$ cat src/rtl/chan_route_pkg.sv
package chan_route_pkg;
  localparam int unsigned NUM_CH  = 4;
  localparam int unsigned CH_W    = $clog2(NUM_CH);
  localparam int unsigned FLD_W   = 13;
  localparam int unsigned HOFF_W  = 12;
  localparam int unsigned GRAN_SH = 27;
  localparam logic [2:0]  MODE_LO8 = 3'd4;
  localparam logic [2:0]  MODE_LO9 = 3'd5;

  // number of enabled interleave channels
  function automatic logic [2:0] pop4(input logic [3:0] m);
    logic [2:0] c;
    c = '0;
    for (int i = 0; i < 4; i++) c = c + {2'b0, m[i]};
    return c;
  endfunction

  // physical channel 3 is presented as index 1
  function automatic logic [CH_W-1:0] report_idx(input logic [CH_W-1:0] ch);
    return (ch == CH_W'(3)) ? CH_W'(1) : ch;
  endfunction
endpackage

$ cat src/rtl/chan_route_sel.sv
module chan_route_sel
  import chan_route_pkg::*;
(
  input  logic [2:0]      sel_bits,   // address bits 10:8
  input  logic [3:0]      ilv_mask,
  input  logic [2:0]      ilv_mode,
  input  logic [2:0]      direct_sel,
  output logic [CH_W-1:0] chan,
  output logic [2:0]      ways,
  output logic            sel_err
);
  logic mode_ok;
  logic b_lo, b_hi;

  always_comb begin
    ways    = pop4(ilv_mask);
    mode_ok = (ilv_mode == MODE_LO8) || (ilv_mode == MODE_LO9);
    b_lo    = (ilv_mode == MODE_LO9) ? sel_bits[1] : sel_bits[0];
    b_hi    = (ilv_mode == MODE_LO9) ? sel_bits[2] : sel_bits[1];
    sel_err = 1'b0;
    chan    = '0;
    if (ways == 3'd0) begin
      chan    = direct_sel[CH_W-1:0];
      sel_err = (direct_sel > 3'd3);
    end else if (ways[0] || ways > 3'd4) begin
      sel_err = 1'b1;
    end else if (!mode_ok) begin
      sel_err = 1'b1;
    end else if (ways == 3'd2) begin
      chan = b_lo ? CH_W'(3) : CH_W'(0);
    end else begin
      chan = {b_hi, b_lo};
    end
  end
endmodule

$ cat src/rtl/chan_route_norm.sv
module chan_route_norm
  import chan_route_pkg::*;
#(
  parameter int unsigned ADDR_W = 40
) (
  input  logic [ADDR_W-1:0]        sys_addr,
  input  logic                     rng_valid,
  input  logic [FLD_W-1:0]         rng_base_fld,
  input  logic [FLD_W-1:0]         rng_limit_fld,
  input  logic                     hole_valid,
  input  logic [31:0]              hole_base,
  input  logic [ADDR_W-1:0]        hole_offset,
  input  logic                     legacy_hole_en,
  input  logic [2:0]               ilv_mode,
  input  logic [2:0]               ways,
  input  logic [CH_W-1:0]          chan,
  input  logic                     hi_off_en,
  input  logic [NUM_CH*HOFF_W-1:0] hi_off_flat,
  output logic [ADDR_W-1:0]        norm_addr,
  output logic                     rng_err
);
  localparam logic [ADDR_W-1:0] FOUR_G   = ADDR_W'(1) << 32;
  localparam logic [ADDR_W-1:0] LOW_ONES = (ADDR_W'(1) << GRAN_SH) - ADDR_W'(1);

  // drop 'drop' bits at position 'lo', keeping bits below 'lo'
  function automatic logic [ADDR_W-1:0] squeeze(input logic [ADDR_W-1:0] a,
                                                input int lo, input int drop);
    logic [ADDR_W-1:0] keep;
    keep = (ADDR_W'(1) << lo) - ADDR_W'(1);
    return ((a >> (lo + drop)) << lo) | (a & keep);
  endfunction

  logic [HOFF_W-1:0] hoff [NUM_CH];
  for (genvar k = 0; k < NUM_CH; k++) begin : g_hoff
    assign hoff[k] = hi_off_flat[k*HOFF_W +: HOFF_W];
  end

  logic [ADDR_W-1:0] base_a, limit_a, sub_a, diff_a, sq_a, add_a;
  logic in_rng, hole_hit;
  int lo_n, drop_n;

  always_comb begin
    base_a   = ADDR_W'(rng_base_fld) << GRAN_SH;
    limit_a  = (ADDR_W'(rng_limit_fld) << GRAN_SH) | LOW_ONES;
    in_rng   = (sys_addr >= base_a) && (sys_addr <= limit_a);
    hole_hit = hole_valid && (sys_addr >= ADDR_W'(hole_base)) && (sys_addr < FOUR_G);
    rng_err  = !rng_valid || !in_rng || hole_hit;
    sub_a    = (legacy_hole_en && sys_addr >= FOUR_G) ? hole_offset : base_a;
    diff_a   = sys_addr - sub_a;
    lo_n     = (ilv_mode == MODE_LO9) ? 9 : 8;
    drop_n   = (ways == 3'd4) ? 2 : ((ways == 3'd2) ? 1 : 0);
    sq_a     = squeeze(diff_a, lo_n, drop_n);
    add_a    = hi_off_en ? (ADDR_W'(hoff[chan]) << GRAN_SH) : '0;
    norm_addr = sq_a + add_a;
  end
endmodule

$ cat src/rtl/chan_route_top.sv
module chan_route_top
  import chan_route_pkg::*;
#(
  parameter int unsigned ADDR_W = 40
) (
  input  logic                     clk,
  input  logic                     rst_n,
  input  logic                     in_valid,
  input  logic [ADDR_W-1:0]        sys_addr,
  input  logic                     rng_valid,
  input  logic [FLD_W-1:0]         rng_base_fld,
  input  logic [FLD_W-1:0]         rng_limit_fld,
  input  logic                     hole_valid,
  input  logic [31:0]              hole_base,
  input  logic [ADDR_W-1:0]        hole_offset,
  input  logic                     legacy_hole_en,
  input  logic [2:0]               ilv_mode,
  input  logic [3:0]               ilv_mask,
  input  logic [2:0]               direct_sel,
  input  logic                     hi_off_en,
  input  logic [NUM_CH*HOFF_W-1:0] hi_off_flat,
  output logic                     out_valid,
  output logic                     out_err,
  output logic [CH_W-1:0]          out_chan,
  output logic [ADDR_W-1:0]        out_addr
);
  localparam logic [ADDR_W-1:0] FOUR_G = ADDR_W'(1) << 32;

  logic [CH_W-1:0]   chan;
  logic [2:0]        ways;
  logic              sel_err, rng_err, req_err;
  logic [ADDR_W-1:0] norm_addr;

  chan_route_sel u_sel (
    .sel_bits  (sys_addr[10:8]),
    .ilv_mask  (ilv_mask),
    .ilv_mode  (ilv_mode),
    .direct_sel(direct_sel),
    .chan      (chan),
    .ways      (ways),
    .sel_err   (sel_err)
  );

  chan_route_norm #(.ADDR_W(ADDR_W)) u_norm (
    .sys_addr      (sys_addr),
    .rng_valid     (rng_valid),
    .rng_base_fld  (rng_base_fld),
    .rng_limit_fld (rng_limit_fld),
    .hole_valid    (hole_valid),
    .hole_base     (hole_base),
    .hole_offset   (hole_offset),
    .legacy_hole_en(legacy_hole_en),
    .ilv_mode      (ilv_mode),
    .ways          (ways),
    .chan          (chan),
    .hi_off_en     (hi_off_en),
    .hi_off_flat   (hi_off_flat),
    .norm_addr     (norm_addr),
    .rng_err       (rng_err)
  );

  assign req_err = sel_err | rng_err;

  always_ff @(posedge clk) begin
    if (!rst_n) begin
      out_valid <= 1'b0;
      out_err   <= 1'b0;
      out_chan  <= '0;
      out_addr  <= '0;
    end else begin
      out_valid <= in_valid && !req_err;
      out_err   <= in_valid && req_err;
      if (in_valid) begin
        out_chan <= report_idx(chan);
        out_addr <= norm_addr;
      end
    end
  end


  resp_latency_chk: assert property (@(posedge clk) disable iff (!rst_n)
    (out_valid || out_err) |-> $past(in_valid));


  rep_idx_chk: assert property (@(posedge clk) disable iff (!rst_n)
    out_valid |-> (out_chan != CH_W'(3)));


  direct_route_chk: assert property (@(posedge clk) disable iff (!rst_n)
    (in_valid && ilv_mask == 4'd0 && direct_sel <= 3'd3 && !rng_err)
      |=> (out_valid && out_chan == report_idx($past(direct_sel[CH_W-1:0]))));


  odd_ways_chk: assert property (@(posedge clk) disable iff (!rst_n)
    (in_valid && ($countones(ilv_mask) == 1 || $countones(ilv_mask) == 3)) |=> out_err);


  two_way_chk: assert property (@(posedge clk) disable iff (!rst_n)
    (in_valid && $countones(ilv_mask) == 2 && ilv_mode == MODE_LO8 && !rng_err)
      |=> (out_valid && out_chan == ($past(sys_addr[8]) ? CH_W'(1) : CH_W'(0))));


  hole_reject_chk: assert property (@(posedge clk) disable iff (!rst_n)
    (in_valid && hole_valid && sys_addr >= ADDR_W'(hole_base) && sys_addr < FOUR_G)
      |=> (out_err && !out_valid));
endmodule

$ cat config.mk
export PLATFORM = sky130hd
export DESIGN_NAME = chan_route_top
export DESIGN_NICKNAME = d
export VERILOG_FILES = /design/src/rtl/chan_route_pkg.sv /design/src/rtl/chan_route_sel.sv /design/src/rtl/chan_route_norm.sv /design/src/rtl/chan_route_top.sv
export SDC_FILE = /design/constraint.sdc
export NUM_CORES = 1
export LEC_CHECK = 0
export ABC_CLOCK_PERIOD_IN_PS = 8600
export BUFFER_PORTS_ARGS = -buffer_cell sky130_fd_sc_hd__buf_2
export CAP_MARGIN = 10
export CORE_MARGIN = 4
export CORE_UTILIZATION = 40
export DETAILED_ROUTE_END_ITERATION = 6
export GPL_ROUTABILITY_DRIVEN = 0
export HOLD_SLACK_MARGIN = 0.15
export MAX_ROUTING_LAYER = met4
export REMOVE_ABC_BUFFERS = 1
export SLEW_MARGIN = 20
export SYNTH_ARGS = -nofsm -noshare
export SYNTH_HDL_FRONTEND = slang
export SYNTH_SLANG_ARGS = --single-unit
$ cat constraint.sdc
create_clock -name clk -period 8.6 [get_ports clk]
set_input_delay 1.29 -clock clk [delete_from_list [all_inputs] [get_ports clk]]
set_output_delay 1.29 -clock clk [all_outputs]
set_load 0.05 [all_outputs]
# Yosys cells after proc, flatten, opt, wreduce, memory -nomap -nowiden
# Index checks and enable logic that the tools add are counted.
# word_totals
out_inout_bits	44
word_cells	64
register_bits	44
inputBits	203
# op_classes
shifts	3
add_sub_neg	7
order_cmp	8
reduce_logical	14
eq_ne	5
n_mux	19
bitwise	4
# ops
op	count
40-bit by 39-bit adder with 40-bit output	1
40-bit AND	1
40-bit by 32-bit >= comparator with 1-bit output	1
40-bit by 33-bit >= comparator with 1-bit output, second input constant	1
40-bit >= comparator	1
40-bit less-or-equal comparator	1
40-bit by 33-bit less-than comparator with 1-bit output, second input constant	1
40-bit two-way mux	1
40-bit bitwise OR	1
1-bit by 32-bit << shifter with 40-bit output, first input constant	1
40-bit by 32-bit << shifter with 40-bit output	1
40-bit by 32-bit right shift with 40-bit output	1
40-bit by 2-bit subtractor with 40-bit output, second input constant	1
40-bit subtractor	1
39-bit two-way mux	1
32-bit adder	1
32-bit two-way mux	1
12-bit binary-select mux with 2-bit select	1
12-bit two-way mux	2
2-bit two-way mux	6
3-bit == test, second input constant	3
1-bit two-way mux	7
3-bit by 1-bit adder with 3-bit output	2
1-bit logical AND	6
11 further kinds	16

# Longest topological paths before layout
# depth
ltp_word	14
ltp_mapped	32
depth_no_buf	31

# Modules after synthesis
# From an unflattened synthesis, not the netlist that was laid out.
# hier_totals
hier_cells	1189
hier_area_um2	9018.6
# modules_own_cells
module	area_per_inst_um2	cells_each	n_inst	seq_area_each_um2
chan_route_norm	7179.4	1028	1	0.0
chan_route_top	1690.4	142	1	880.8
chan_route_sel	148.9	19	1	0.0

# Worst setup path after synthesis
# OpenSTA, ideal clock, no wires.
# synth_path
kind	input to register
start	input port sys_addr[39]
end	register out_addr[39]
t_required_ns	8.537
setup_ns	0.063
cell_stages	31
t_arrival_ns	6.623
path_buffers	1
setup_slack_ns	1.914
cell_sequence	nor4_1 a21boi_1 clkbuf_1 and2_1 ha_1 inv_1 fa_1 a21o_1 a221o_1 a21oi_4 o41ai_4 a41oi_2 xnor2_2 o22ai_1 a211oi_1 and2_1 a211oi_1 a21oi_1 ha_1 inv_1 fa_1 nor2b_1 o21ai_0 a21oi_1 o21ai_0 a21oi_1 o21ai_0 a21oi_1 o41ai_1 or3_1 nand3_1
# synth_via
elab_chain_len	8
elab_cells_between_ends	9
cone_classes	2 x add/sub; 1 x order compare; 2 x shift; 1 x mux; 2 x bitwise; 1 x reduce/logical
# synth_lines
element	line	text
from (decl)	chan_route_top.sv:9	input logic [ADDR_W-1:0] sys_addr,
40-bit by 33-bit >= comparator with 1-bit output	chan_route_norm.sv:48	sub_a = (legacy_hole_en && sys_addr >= FOUR_G) ? hole_offset : base_a;
1-bit logical AND	chan_route_norm.sv:48	
40-bit two-way mux	chan_route_norm.sv:48	
40-bit subtractor *	chan_route_norm.sv:49	diff_a = sys_addr - sub_a;
40-bit by 32-bit right shift with 40-bit output	chan_route_norm.sv:30	return ((a >> (lo + drop)) << lo) | (a & keep);
40-bit by 32-bit << shifter with 40-bit output	chan_route_norm.sv:30	
40-bit bitwise OR *	chan_route_norm.sv:30	
40-bit by 39-bit adder with 40-bit output *	chan_route_norm.sv:54	norm_addr = sq_a + add_a;
to (signal assigned)	chan_route_top.sv:75	out_addr <= norm_addr;
to (decl)	chan_route_top.sv:25	output logic [ADDR_W-1:0] out_addr
# Mark *: on every way between the ends. The rest lies on a longest branch, timed or not.
# A chain may end at the register's enable or synchronous reset.

# Worst setup path in the final report
# layout_path
start	input port sys_addr[34]
end	register out_addr[38]
# The elaborated chain is that of the path after synthesis.

==> qor.tcl <==
set qor(place.port_buffers) 246
set qor(synth-main-ff-cell) {sky130_fd_sc_hd__dfxtp_1}
set qor(worstHoldStart) {out_addr[31]}
set qor(cts.root.buffer_cell) {sky130_fd_sc_hd__clkbuf_16}
set qor(switching_share_pct) 49.0
set qor(worst_path_dominant_cell_family) {compound AO/OA/AOI/OAI gates}
set qor(timing.reg2reg.setup_slack_ns) 7.77
set qor(routed_wirelength_mm) 27.2
set qor(synthDistinctLibCells) 87
set qor(critical_register_to_register_path_startpoint) {out_addr[20]}
set qor(final-setup-viol-count) 0
set qor(fin_crit_sh_pct) 86.4
set qor(ff2ff_path_depth) 2
set qor(drt-initial-drc-count) 564
set qor(cp.arrival_ns) 7.61
set qor(grt_util_met3_pct) 2.53
set qor(worst_hold_slack_ns) 0.460
set qor(whs_endpoint) {out_addr[31]}
set qor(post_layout_nonfiller_instances) 1636
set qor(worst_vdd_drop_v) 0.0000923
set qor(hold_class) {reg -> reg}
set qor(report.final.hold_viol_count) 0
set qor(synthCells) 1157
set qor(wl_per_cell_um) 16.6
set qor(area_delta_synth_final_pct) 18.8
set qor(worst_path_max_delay_cell) {sky130_fd_sc_hd__a2111oi_0}
set qor(outcome) {finished, final reports clean}
set qor(synth_area_sq_um) 8510
set qor(ys_async_sr_fraction_pct) 0
set qor(hold_depth) 2
set qor(clkPwrFrac_pct) 14.5
set qor(critPathMaxFanout) 35
set qor(floorplan.rows) 53
set qor(layout.filler_cells) 2193
set qor(critical_path_buf_inv_count) 2
set qor(post-route-drc-count) 0
set qor(nets) 1680
set qor(power.share.sequential_pct) 16.5
set qor(ys_seq_elements) 44
set qor(grt_use_total_pct) 22.7
set qor(io-pin-count) 247
set qor(end_kind) {flip-flop}
set qor(maxClockFrequency_ghz) 0.135
set qor(cp_slowest_stage_delay_ns) 0.61
set qor(worst-setup-path-type) {in -> reg}
set qor(report.final.slew_viol_count) 0
set qor(coreArea_sq_um) 21000
set qor(finish.utilization_pct) 48.2
set qor(hpwl_mm) 22.7
set qor(yosys_warnings) 0
set qor(cellLeakagePower_nw) 4.94
set qor(drive_gt1_share_pct) 23.7
set qor(dpl.cell_count) 1628
set qor(critical-path-top-cell-by-count) {sky130_fd_sc_hd__a21oi_1}
set qor(tightest_slew_ns) 1.09
set qor(postLayoutCellArea_sq_um) 10100
set qor(die-height_um) 154
set qor(rsz0062_at_grt) {no}
set qor(grt_pass1_vias) 8903
set qor(netSwitchingPower_w) 0.000772
set qor(post_drt_via_cell_ratio) 5.61
set qor(cp.depth) 26
set qor(power_density_nw_per_um2) 156
set qor(initial_core_util_pct) 40.6
set qor(setup.worst_path.start_class) {input port}
set qor(insertion_delay_ns) 0.29
set qor(fin_skew_ns) 0
set qor(totalNegativeSetupSlack_ns) 0
set qor(logic_pwr_share_pct) 69.1
set qor(gr-max-usage-layer) {met2}
set qor(cts_tree) {yes}
set qor(cts.sinks) 44
set qor(num_vias) 9181
set qor(drt_pass1_iterations) 5
set qor(maxCapViolCount) 0
set qor(dieWidth_um) 154
set qor(period_needed_ns) 7.43
set qor(ctsResizeCount) 0
set qor(cts_post_setup_buffers_inserted) 0
set qor(cts.hold.buffers_added) 0
set qor(largest_buffer_count_on_any_clock_path) 2
set qor(cell_internal_pwr_w) 0.000804
set qor(grt_pass1_wl_mm) 44.0
set qor(synth-edff-count) 0
set qor(cts.reportedPaths.clkPinSlew_ns) 0.07
set qor(cts_made_buffers) 5
set qor(crit_required_ns) 8.78
set qor(synth-seq-area-share_pct) 10.4
set qor(critical_path.reg2reg.endpoint) {out_addr[20]}
set qor(antenna_found_initial) 0
set qor(grt_start_max_net_pins) 40
set qor(insertedDiodeCount) 0
set qor(grt_overflow) 0
set qor(slew_headroom_pct) 26.6
set qor(cts.htree.levels) 2
set qor(use_met2_pct) 39.5
set qor(place_area_sq_um) 9940
set qor(average_cell_area_after_synthesis_sq_um) 7.35
set qor(ant_nets) 0
set qor(grtUsageMet1_pct) 28.8
set qor(floorplan.die_area_sq_um) 23700
## power by group through the flow
stage          Sequential, W  Clock, W  Combinational, W
3_5_place_dp        0.000265         0           0.00108
6_report            0.000260  0.000228           0.00109
2_1_floorplan       0.000391         0          0.000679
4_1_cts             0.000260  0.000232           0.00109
3_3_place_gp        0.000265         0           0.00108
5_1_grt             0.000265  0.000239           0.00121
## logic make-up (layout without fill, tap and decap cells)
family	Yosys count	count (layout)	share of synthesized area (%)
AOI/OAI and AO/OA	345	345	27.0
xor gates and xnor gates	42	42	4.59
adders and majority gates	117	117	17.5
buffers and inverters	156	360	7.25
DFF	44	44	10.4
muxes	74	74	11.8
and+or+nand+nor	379	379	21.6
## state kept, by name, indices dropped and copies added, names as in the netlist
name	flops
out_addr	40
out_chan	2
out_err	1
out_valid	1
## worst min-delay path: stages (launching register included)
cell and delay [ns]:
sky130_fd_sc_hd__dfxtp_1 0.31, sky130_fd_sc_hd__nand2_1 0.06, sky130_fd_sc_hd__a21oi_1 0.05
## cell usage in the layout (no fill, tap or decap), types with 5 or more instances in the layout
cell / Yosys / routed
sky130_fd_sc_hd__a211oi_1: 26 / 26
sky130_fd_sc_hd__a21o_1: 28 / 28
sky130_fd_sc_hd__a21oi_1: 112 / 111
sky130_fd_sc_hd__a21oi_2: 4 / 5
sky130_fd_sc_hd__a31oi_1: 6 / 6
sky130_fd_sc_hd__and2_1: 26 / 26
sky130_fd_sc_hd__and3_1: 6 / 6
sky130_fd_sc_hd__buf_2: 16 / 246
sky130_fd_sc_hd__buf_4: 3 / 15
sky130_fd_sc_hd__clkbuf_16: 0 / 5
sky130_fd_sc_hd__dfxtp_1: 44 / 44
sky130_fd_sc_hd__ha_1: 114 / 114
sky130_fd_sc_hd__inv_1: 87 / 87
sky130_fd_sc_hd__mux2_2: 6 / 6
sky130_fd_sc_hd__mux2i_1: 46 / 46
sky130_fd_sc_hd__mux4_2: 18 / 18
sky130_fd_sc_hd__nand2_1: 106 / 106
sky130_fd_sc_hd__nand2b_1: 13 / 13
sky130_fd_sc_hd__nand3_1: 23 / 23
sky130_fd_sc_hd__nand4_1: 31 / 31
sky130_fd_sc_hd__nor2_1: 103 / 103
sky130_fd_sc_hd__nor2b_1: 13 / 13
sky130_fd_sc_hd__nor3_1: 20 / 20
sky130_fd_sc_hd__nor4_1: 11 / 11
sky130_fd_sc_hd__o211ai_1: 11 / 11
sky130_fd_sc_hd__o21a_1: 7 / 7
sky130_fd_sc_hd__o21ai_0: 59 / 58
sky130_fd_sc_hd__o21ai_1: 8 / 9
sky130_fd_sc_hd__o21bai_1: 5 / 5
sky130_fd_sc_hd__o221ai_1: 6 / 6
sky130_fd_sc_hd__o22ai_1: 8 / 8
sky130_fd_sc_hd__or3_1: 5 / 5
sky130_fd_sc_hd__xnor2_1: 20 / 20
sky130_fd_sc_hd__xor2_1: 19 / 19
## worst max path at each step
stage                            start      endpoint
after detailed placement  sys_addr[34]  out_addr[39]
after global routing      sys_addr[34]  out_addr[39]
after global placement    sys_addr[34]  out_addr[38]
after floorplan           sys_addr[39]  out_addr[39]
after CTS                 sys_addr[34]  out_addr[39]
final                     sys_addr[34]  out_addr[38]
## cell type report
cell class	count	area, sq um	share of cell area, %
repair buffers	261	1340	13.3
multi-input cells	957	7030	69.5
clock buffers	5	125	1.24
well taps	275	344	3.40
flip-flops and latches	44	881	8.72
clock inverters	3	46.3	0.458
inverters	91	342	3.38
## layer usage
metal,vias to the layer above,share of wire [%]
met1,4258,45
met3,26,4.8
met2,222,49
li1,4675,-
met5,-,0
met4,0,0.98
## Yosys cell counts, drive strengths merged (20+ instances only)
cell type / instances / area [sq um]
a211oi: 27 / 208
a21o: 28 / 210
a21oi: 117 / 612
and2: 26 / 163
buf: 27 / 133
clkbuf: 38 / 143
dfxtp: 44 / 881
ha: 114 / 1430
inv: 87 / 327
mux2i: 49 / 519
nand2: 107 / 404
nand3: 23 / 115
nand4: 33 / 219
nor2: 103 / 387
nor3: 20 / 100
o21ai: 67 / 335
xnor2: 22 / 208
xor2: 20 / 183
## metrics by stage
step | setup slack [ns] | power [W]
after floorplan | 0.519 | 0.00107
after global placement | 1.04 | 0.00134
after detailed placement | 0.973 | 0.00135
after CTS | 1.26 | 0.00158
after global routing | 0.377 | 0.00171
final | 1.17 | 0.00158
No activity file was read; power rests on OpenSTA's default activity.
